### src/rtl/spmv_pkg.sv
package spmv_pkg;
   typedef enum logic [1:0] {
      ST_IDLE  = 2'd0,
      ST_LOADX = 2'd1,
      ST_RUN   = 2'd2
   } spmv_state_e;

   function automatic int min_acc_width(int data_w, int max_cols);
      return 2 * data_w + $clog2(max_cols + 1);
   endfunction
endpackage

### src/rtl/spmv_xbuf.sv
module spmv_xbuf #(
   parameter int DEPTH  = 16,
   parameter int DATA_W = 16,
   localparam int IDX_W = $clog2(DEPTH)
) (
   input  logic              clk,
   input  logic              wr_en,
   input  logic [IDX_W-1:0]  wr_idx,
   input  logic [DATA_W-1:0] wr_data,
   input  logic [IDX_W-1:0]  rd_idx,
   output logic [DATA_W-1:0] rd_data
);
   logic [DATA_W-1:0] mem [DEPTH];

   for (genvar g = 0; g < DEPTH; g++) begin : g_entry
      always_ff @(posedge clk) begin
         if (wr_en && (int'(wr_idx) == g)) mem[g] <= wr_data;
      end
   end

   always_comb begin
      rd_data = '0;
      if (int'(rd_idx) < DEPTH) rd_data = mem[rd_idx];
   end
endmodule

### src/rtl/spmv_mac.sv
module spmv_mac #(
   parameter int DATA_W      = 16,
   parameter int ACC_W       = 40,
   parameter bit SIGNED_MODE = 1'b1
) (
   input  logic [DATA_W-1:0] val,
   input  logic [DATA_W-1:0] xval,
   input  logic              clear,
   input  logic              add_en,
   input  logic [ACC_W-1:0]  acc_in,
   output logic [ACC_W-1:0]  acc_out
);
   logic [ACC_W-1:0] prod_ext;

   if (SIGNED_MODE) begin : g_signed
      logic signed [2*DATA_W-1:0] prod;
      assign prod     = $signed(val) * $signed(xval);
      assign prod_ext = ACC_W'(prod);
   end else begin : g_unsigned
      logic [2*DATA_W-1:0] prod;
      assign prod     = val * xval;
      assign prod_ext = ACC_W'(prod);
   end

   always_comb begin
      acc_out = clear ? '0 : acc_in;
      if (add_en) acc_out = acc_out + prod_ext;
   end
endmodule

### src/rtl/spmv_stream.sv
module spmv_stream
   import spmv_pkg::*;
#(
   parameter int MAX_COLS    = 16,
   parameter int MAX_ROWS    = 16,
   parameter int DATA_W      = 16,
   parameter int ACC_W       = 40,
   parameter bit SIGNED_MODE = 1'b1,
   localparam int COL_W = $clog2(MAX_COLS),
   localparam int LEN_W = $clog2(MAX_COLS + 1),
   localparam int ROW_W = $clog2(MAX_ROWS + 1)
) (
   input  logic              clk,
   input  logic              rst_n,
   input  logic              start,
   input  logic [LEN_W-1:0]  cfg_cols,
   input  logic [ROW_W-1:0]  cfg_rows,
   input  logic              x_valid,
   output logic              x_ready,
   input  logic [DATA_W-1:0] x_data,
   input  logic              len_valid,
   output logic              len_ready,
   input  logic [LEN_W-1:0]  len_data,
   input  logic              nz_valid,
   output logic              nz_ready,
   input  logic [COL_W-1:0]  nz_col,
   input  logic [DATA_W-1:0] nz_val,
   output logic              y_valid,
   input  logic              y_ready,
   output logic [ACC_W-1:0]  y_data,
   output logic              done
);
   localparam int MIN_ACC = min_acc_width(DATA_W, MAX_COLS);

   if (MAX_COLS < 2) begin : g_bad_cols
      $error("spmv_stream: MAX_COLS must be at least 2");
   end
   if (MAX_ROWS < 1) begin : g_bad_rows
      $error("spmv_stream: MAX_ROWS must be at least 1");
   end
   if (ACC_W < MIN_ACC) begin : g_bad_acc
      $error("spmv_stream: ACC_W too narrow for exact sums");
   end

   spmv_state_e      state;
   logic [LEN_W-1:0] cols_r;
   logic [LEN_W-1:0] xcnt;
   logic [ROW_W-1:0] rows_left;
   logic [LEN_W-1:0] rem;
   logic [ACC_W-1:0] acc;
   logic [ACC_W-1:0] acc_next;
   logic [DATA_W-1:0] xval;
   logic              y_valid_r;
   logic [ACC_W-1:0]  y_data_r;
   logic              done_r;

   logic x_fire, in_run, need_len, take_nz, len_ok, nz_ok, emit, out_free, step;

   assign x_ready = (state == ST_LOADX);
   assign x_fire  = x_ready && x_valid;

   always_comb begin
      in_run   = (state == ST_RUN) && (rows_left != '0);
      need_len = (rem == '0);
      take_nz  = need_len ? (len_data != '0) : 1'b1;
      len_ok   = need_len ? len_valid : 1'b1;
      nz_ok    = take_nz ? nz_valid : 1'b1;
      emit     = need_len ? (len_data <= LEN_W'(1)) : (rem == LEN_W'(1));
      out_free = !y_valid_r || y_ready;
      step      = in_run && len_ok && nz_ok && (!emit || out_free);
      len_ready = in_run && need_len && nz_ok && (!emit || out_free);
      nz_ready  = in_run && take_nz && len_ok && (!emit || out_free);
   end

   spmv_xbuf #(.DEPTH(MAX_COLS), .DATA_W(DATA_W)) i_xbuf (
      .clk     (clk),
      .wr_en   (x_fire),
      .wr_idx  (xcnt[COL_W-1:0]),
      .wr_data (x_data),
      .rd_idx  (nz_col),
      .rd_data (xval)
   );

   spmv_mac #(.DATA_W(DATA_W), .ACC_W(ACC_W), .SIGNED_MODE(SIGNED_MODE)) i_mac (
      .val     (nz_val),
      .xval    (xval),
      .clear   (need_len),
      .add_en  (take_nz),
      .acc_in  (acc),
      .acc_out (acc_next)
   );

   always_ff @(posedge clk) begin
      if (!rst_n) begin
         state     <= ST_IDLE;
         cols_r    <= '0;
         xcnt      <= '0;
         rows_left <= '0;
         rem       <= '0;
         acc       <= '0;
         y_valid_r <= 1'b0;
         y_data_r  <= '0;
         done_r    <= 1'b0;
      end else begin
         done_r <= 1'b0;
         if (y_valid_r && y_ready) y_valid_r <= 1'b0;
         unique case (state)
            ST_IDLE: begin
               if (start) begin
                  cols_r    <= cfg_cols;
                  rows_left <= cfg_rows;
                  xcnt      <= '0;
                  rem       <= '0;
                  state     <= (cfg_cols == '0) ? ST_RUN : ST_LOADX;
               end
            end
            ST_LOADX: begin
               if (x_fire) begin
                  xcnt <= xcnt + LEN_W'(1);
                  if (xcnt == cols_r - LEN_W'(1)) state <= ST_RUN;
               end
            end
            ST_RUN: begin
               if (step) begin
                  acc <= acc_next;
                  if (need_len) rem <= take_nz ? len_data - LEN_W'(1) : '0;
                  else          rem <= rem - LEN_W'(1);
                  if (emit) begin
                     y_data_r  <= acc_next;
                     y_valid_r <= 1'b1;
                     rows_left <= rows_left - ROW_W'(1);
                  end
               end else if (rows_left == '0 && !y_valid_r) begin
                  done_r <= 1'b1;
                  state  <= ST_IDLE;
               end
            end
            default: state <= ST_IDLE;
         endcase
      end
   end

   assign y_valid = y_valid_r;
   assign y_data  = y_data_r;
   assign done    = done_r;
endmodule

### config.mk
export PLATFORM = sky130hd
export DESIGN_NAME = spmv_stream
export DESIGN_NICKNAME = d
export VERILOG_FILES = /design/src/rtl/spmv_pkg.sv /design/src/rtl/spmv_xbuf.sv /design/src/rtl/spmv_mac.sv /design/src/rtl/spmv_stream.sv
export SDC_FILE = /design/constraint.sdc
export NUM_CORES = 1
export LEC_CHECK = 0
export BUFFER_PORTS_ARGS = -buffer_cell sky130_fd_sc_hd__buf_4
export CAP_MARGIN = 20
export CORE_ASPECT_RATIO = 1.75
export CORE_UTILIZATION = 35
export DETAILED_ROUTE_END_ITERATION = 16
export GPL_ROUTABILITY_DRIVEN = 1
export GPL_TIMING_DRIVEN = 0
export PLACE_DENSITY = 0.51
export SETUP_SLACK_MARGIN = 0.02
export SLEW_MARGIN = 40
export SYNTH_ARGS = -nofsm -noshare
export SYNTH_HDL_FRONTEND = slang
export SYNTH_SLANG_ARGS = --single-unit
### constraint.sdc
create_clock -name clk -period 17.3 [get_ports clk]
set_clock_uncertainty 0.15 [all_clocks]
set_input_delay 3.46 -clock clk [delete_from_list [all_inputs] [get_ports clk]]
set_output_delay 3.46 -clock clk [all_outputs]
set_load 0.1 [all_outputs]
==> results of run 1 <==
## final timing paths
check                          from    endpoint  slack [ns]
setup / recovery          nz_col[1]  y_data[39]        2.33
setup reg to reg  i_xbuf.mem[12][1]  y_data[39]        6.04
hold / removal               acc[8]      acc[8]        0.30
hold reg to reg              acc[8]      acc[8]        0.30
## registers in the layout, indices dropped and copies added, names as in the netlist
name / flops
acc: 40
cols_r: 5
done: 1
i_xbuf.mem: 256
rem: 5
rows_left: 5
state: 2
xcnt: 5
y_data: 40
y_valid: 1
## metrics by stage
| stage | std cells | hold WS [ns] |
|---|---|---|
| finish | 3458 | 0.301 |
| floorplan | 2342 | 0.282 |
| CTS | 3457 | 0.303 |
| global placement | 3378 | 0.287 |
| detailed placement | 3403 | 0.293 |
| global route | 3457 | 0.326 |
## per-layer routing
metal | GRT usage, % | vias to the layer above
met1 | 21.1 | 9166
li1 | - | 8175
met3 | 1.85 | 143
met5 | 0 | -
met2 | 40.4 | 357
met4 | 10.0 | 0
## cell type report
class                   instances  share of cell area [%]
repair buffers                123                    3.54
flip-flops and latches        360                    33.1
diodes                          1                 0.00849
multi-input cells            1566                    50.7
inverters                     317                    4.03
clock inverters                18                   0.547
plain buffers                  99                    1.38
clock buffers                  36                    2.69
well taps                     938                    3.98
## cell families (layout without fill, tap and decap cells)
family / Yosys count / in the layout
xor+xnor: 82 / 82
buf+inv: 416 / 593
flops: 360 / 360
simple gates: 704 / 704
fa+ha+maj: 393 / 393
mux: 84 / 84
other cells: 0 / 1
compound gates: 303 / 303
## layout by cell type, fill, tap and decap left out, drive strengths merged, types with 115 or more instances in the layout
master,instances
inv,318
fa,263
and2,188
nor2,135
nand2,243
a21oi,137
edfxtp,256
ha,130
clkbuf,115
buf,143
## critical path: cells and delay by family
family,cells,cell delay [ns]
AND/OR/NAND/NOR,6,1.46
XOR/XNOR,2,0.35
adder cells (fa/ha/maj),8,3.73
buffers and inverters,9,2.49
multiplexers,3,0.98
AO/OA/AOI/OAI,13,2.79
==> impl_metrics.json, run 1 <==
{
  "outcome": "completed",
  "clk_pin_slew_ns": 0.07,
  "coreArea_um2": 74000,
  "first_pass_iters": 5,
  "max_freq_ghz": 0.0668,
  "synthCells": 2342,
  "drt_iter0_drc": 981,
  "avgViaCountPerCell": 5.16,
  "yosys.area_share.simple_pct": 13.1,
  "met2_length_um": 42200,
  "critPathKind": "input port to register",
  "synth.largest_area_cell": "edfxtp_1",
  "grt_pass1_vias": 19800,
  "synth_area_per_cell_um2": 11.2,
  "final_area_um2": 29500,
  "synth_edf_count": 256,
  "cts_tree": "built",
  "synth-main-ff-cell": "edfxtp_1",
  "drive_above_1_share_pct": 12.1,
  "critical_path.slowest_cell": "buf_1",
  "cp-start-kind": "input port",
  "cp-end-kind": "register",
  "vias": 17800,
  "yosysMostFrequentCell": "inv_1",
  "yosys_warnings": 0,
  "ys_types": 83,
  "insertion_delay_ns": 0.62,
  "ff2ff_path_depth": 38,
  "grt_pass1_wl_um": 116000,
  "rsz0062_at_grt": "false",
  "die_x_um": 209,
  "fillers": 7193,
  "clockBufferDepth": 3,
  "std_cell_rows": 132,
  "synth_top_family_by_area": "adder cells",
  "yosys.area.top_type_share_pct": 29.4,
  "cts-root-buf": "clkbuf_16",
  "period_share_pct": 86.5,
  "numClockSinks": 360,
  "worst_slack_ns": 2.33,
  "ys_ff_latch": 360,
  "track_usage_pct": 20.4,
  "synth_compound_area_share_pct": 7.48,
  "grt-ovfl-total": 0,
  "cts_made_buffers": 31,
  "dp_hpwl_um": 59400,
  "m1WireLength_um": 26800,
  "yosys-top-cells-count": "inv_1 (317), fa_1 (263), edfxtp_1 (256), nand2_1 (243), and2_1 (187)",
  "hp-class": "register to register",
  "synth_nets": 2793,
  "post_cts_buffers": 0,
  "tns_ns": 0,
  "post-place-ws_ns": 1.63,
  "slowest_delay_ns": 0.65,
  "synth.area.mux_share_pct": 6.99,
  "placed_area_um2": 28500,
  "antenna_found_initial": 0,
  "ys_top_cells_by_area": "edfxtp_1 (29%), fa_1 (20%), dfxtp_1 (8.0%)",
  "grt_max_degree": 17,
  "dieArea_um2": 76000,
  "fin_crit_ns": 14.97,
  "setup_viol": 0,
  "cts_resized": 0,
  "regArea_um2": 9770,
  "ant_nets": 0,
  "arrival_ns": 15.33,
  "yosys.area_share.adder_pct": 26.3,
  "drv_cap": 0,
  "slew_headroom_pct": 45.1,
  "worst_pin_slew_ns": 0.823,
  "portBuffers": 98,
  "start_util_pct": 35.4,
  "worstPathMaxFanout": 10,
  "io_pins": 103,
  "routed_wl_um": 75200,
  "synth-async-reset-ratio_pct": 0,
  "hold_viol_final": 0,
  "place_congestion": 0.869,
  "nets": 2949,
  "drv_slew": 0,
  "post-route-util_pct": 39.9,
  "cp_common_cell": "fa_1",
  "netlist_area_um2": 26200,
  "h-tree-depth": 1,
  "min_path_cells": 2,
  "met3_wirelength_um": 2270,
  "syn2layout_area_growth_pct": 12.6,
  "synth_xor_area_share_pct": 2.74,
  "holdBufCountCts": 0,
  "die_y_um": 364,
  "ys_seq_area_share_pct": 37.3,
  "highest_layer": "met4",
  "drc": 0,
  "cp.required_ns": 17.66,
  "multi_input_area_um2": 14900,
  "wl_per_cell_um": 21.8
}
Power of run 1 is left out: the tool's default activity adds up to more than one toggle a clock period on the data nets, which glitch-free logic cannot reach.
==> run 2: changes to the inputs <==
--- a/config.mk
+++ b/config.mk
@@ -5,7 +5,7 @@
 export SDC_FILE = /design/constraint.sdc
 export NUM_CORES = 1
 export LEC_CHECK = 0
-export BUFFER_PORTS_ARGS = -buffer_cell sky130_fd_sc_hd__buf_4
+export BUFFER_PORTS_ARGS = -buffer_cell sky130_fd_sc_hd__buf_2
 export CAP_MARGIN = 20
 export CORE_ASPECT_RATIO = 1.75
 export CORE_UTILIZATION = 35
==> impl_metrics.json, run 2 (synthesis results as in run 1) <==
{
  "drv_slew": 0,
  "worstPathMaxFanout": 10,
  "gr-usage-met2_pct": 40.2,
  "cp-start-kind": "input port",
  "coreArea_um2": 74000,
  "critPathKind": "input port to register",
  "grt_pass1_wl_um": 116000,
  "grt-ovfl-total": 0,
  "timing.rr.start": "i_xbuf.mem[15][1]",
  "drc": 0,
  "wl_per_cell_um": 21.8,
  "hold_viol_final": 0,
  "insertion_delay_ns": 0.55,
  "fillers": 7174,
  "fin_crit_ns": 15.13,
  "cp.required_ns": 17.59,
  "numClockSinks": 360,
  "first_pass_iters": 6,
  "hold-path-endpoint": "acc[4]",
  "rsz0062_at_grt": "false",
  "track_usage_pct": 20.4,
  "critical_path.slowest_cell": "buf_1",
  "regArea_um2": 9770,
  "dp_hpwl_um": 59700,
  "holdBufCountCts": 0,
  "cts_made_buffers": 34,
  "largest_reg_flops": 256,
  "dieArea_um2": 76000,
  "die_y_um": 364,
  "cp_common_cell": "fa_1",
  "avgViaCountPerCell": 5.14,
  "io_pins": 103,
  "h-tree-depth": 2,
  "clockBufferDepth": 3,
  "final_common_cell": "inv_1",
  "cp-end-kind": "register",
  "nets": 2953,
  "multi_input_area_um2": 14900,
  "vias": 17800,
  "worst_pin_slew_ns": 0.787,
  "max_freq_ghz": 0.0661,
  "antenna_found_initial": 4,
  "setup_viol": 0,
  "routed_wl_um": 75400,
  "tns_ns": 0,
  "rr_endpoint": "y_data[39]",
  "arrival_ns": 15.42,
  "post_cts_buffers": 0,
  "cts-root-buf": "clkbuf_16",
  "drt_iter0_drc": 907,
  "grt_busiest_layer": "met2",
  "place_congestion": 0.884,
  "cts_resized": 0,
  "hp-class": "register to register",
  "outcome": "completed",
  "std_cell_rows": 132,
  "top_register": "i_xbuf.mem",
  "slowest_delay_ns": 0.65,
  "cts_tree": "built",
  "grtUsageMet3_pct": 2.58,
  "syn2layout_area_growth_pct": 12.3,
  "hold_path_startpoint": "acc[4]",
  "drv_cap": 0,
  "r2r_slack_ns": 5.93,
  "grtUsageMet1_pct": 20.6,
  "start_util_pct": 35.4,
  "drive_above_1_share_pct": 12.5,
  "grt_max_degree": 17,
  "ff2ff_path_depth": 38,
  "die_x_um": 209,
  "portBuffers": 98,
  "grt_pass1_vias": 19700,
  "slew_headroom_pct": 47.5,
  "period_share_pct": 87.5,
  "clk_pin_slew_ns": 0.07,
  "final_cell_mix": "inv_1 (317), fa_1 (263), edfxtp_1 (256)",
  "ant_nets": 0,
  "min_path_cells": 2
}
-- run 2: layer usage --
metal / vias to the layer above / part of all wire [%]
li1: 8181 / -
met1: 9043 / 35
met2: 403 / 56
met3: 173 / 3.6
met4: 2 / 5.7
met5: - / 0.017
-- run 2: metrics by stage --
stage | hold WS (ns) | setup slack, ns | cell area, um^2 | cells | utilization (%)
detailed placement | 0.294 | 1.55 | 28300 | 3404 | 38.3
CTS | 0.304 | 2.04 | 29400 | 3464 | 39.7
global placement | 0.287 | 1.36 | 27800 | 3378 | 37.6
floorplan | 0.282 | 3.73 | 26200 | 2342 | -
finish | 0.303 | 2.17 | 29400 | 3465 | 39.8
global route | 0.324 | 1.64 | 29400 | 3464 | 39.7
-- run 2: final cells by class --
class / count / share of cell area, %
well taps: 938 / 3.99
inverters: 317 / 4.05
clock buffers: 47 / 3.21
clock inverters: 13 / 0.562
repair buffers: 124 / 2.77
diodes: 1 / 0.00851
multi-input cells: 1566 / 50.8
flip-flops and latches: 360 / 33.2
plain buffers: 99 / 1.38
-- run 2: worst max-delay path by stage --
stage                   start    endpoint  slack [ns]  depth (start not counted)
finish              nz_col[1]  y_data[39]        2.17                         41
global route        nz_col[1]  y_data[39]        1.64                         41
CTS                 nz_col[1]  y_data[39]        2.04                         41
floorplan           nz_col[0]  y_data[39]        3.73                         40
global placement    nz_col[1]  y_data[39]        1.36                         39
detailed placement  nz_col[1]  y_data[39]        1.55                         41
-- run 2: worst max-delay path, delay by kind of cell --
family	cells	cell delay, ns
AOI/OAI and AO/OA	12	2.73
xor gates and xnor gates	2	0.35
adders and majority gates	8	3.75
buffers and inverters	9	2.52
muxes	3	0.98
and+or+nand+nor	7	1.57
Power of run 2 is left out for the same reason.
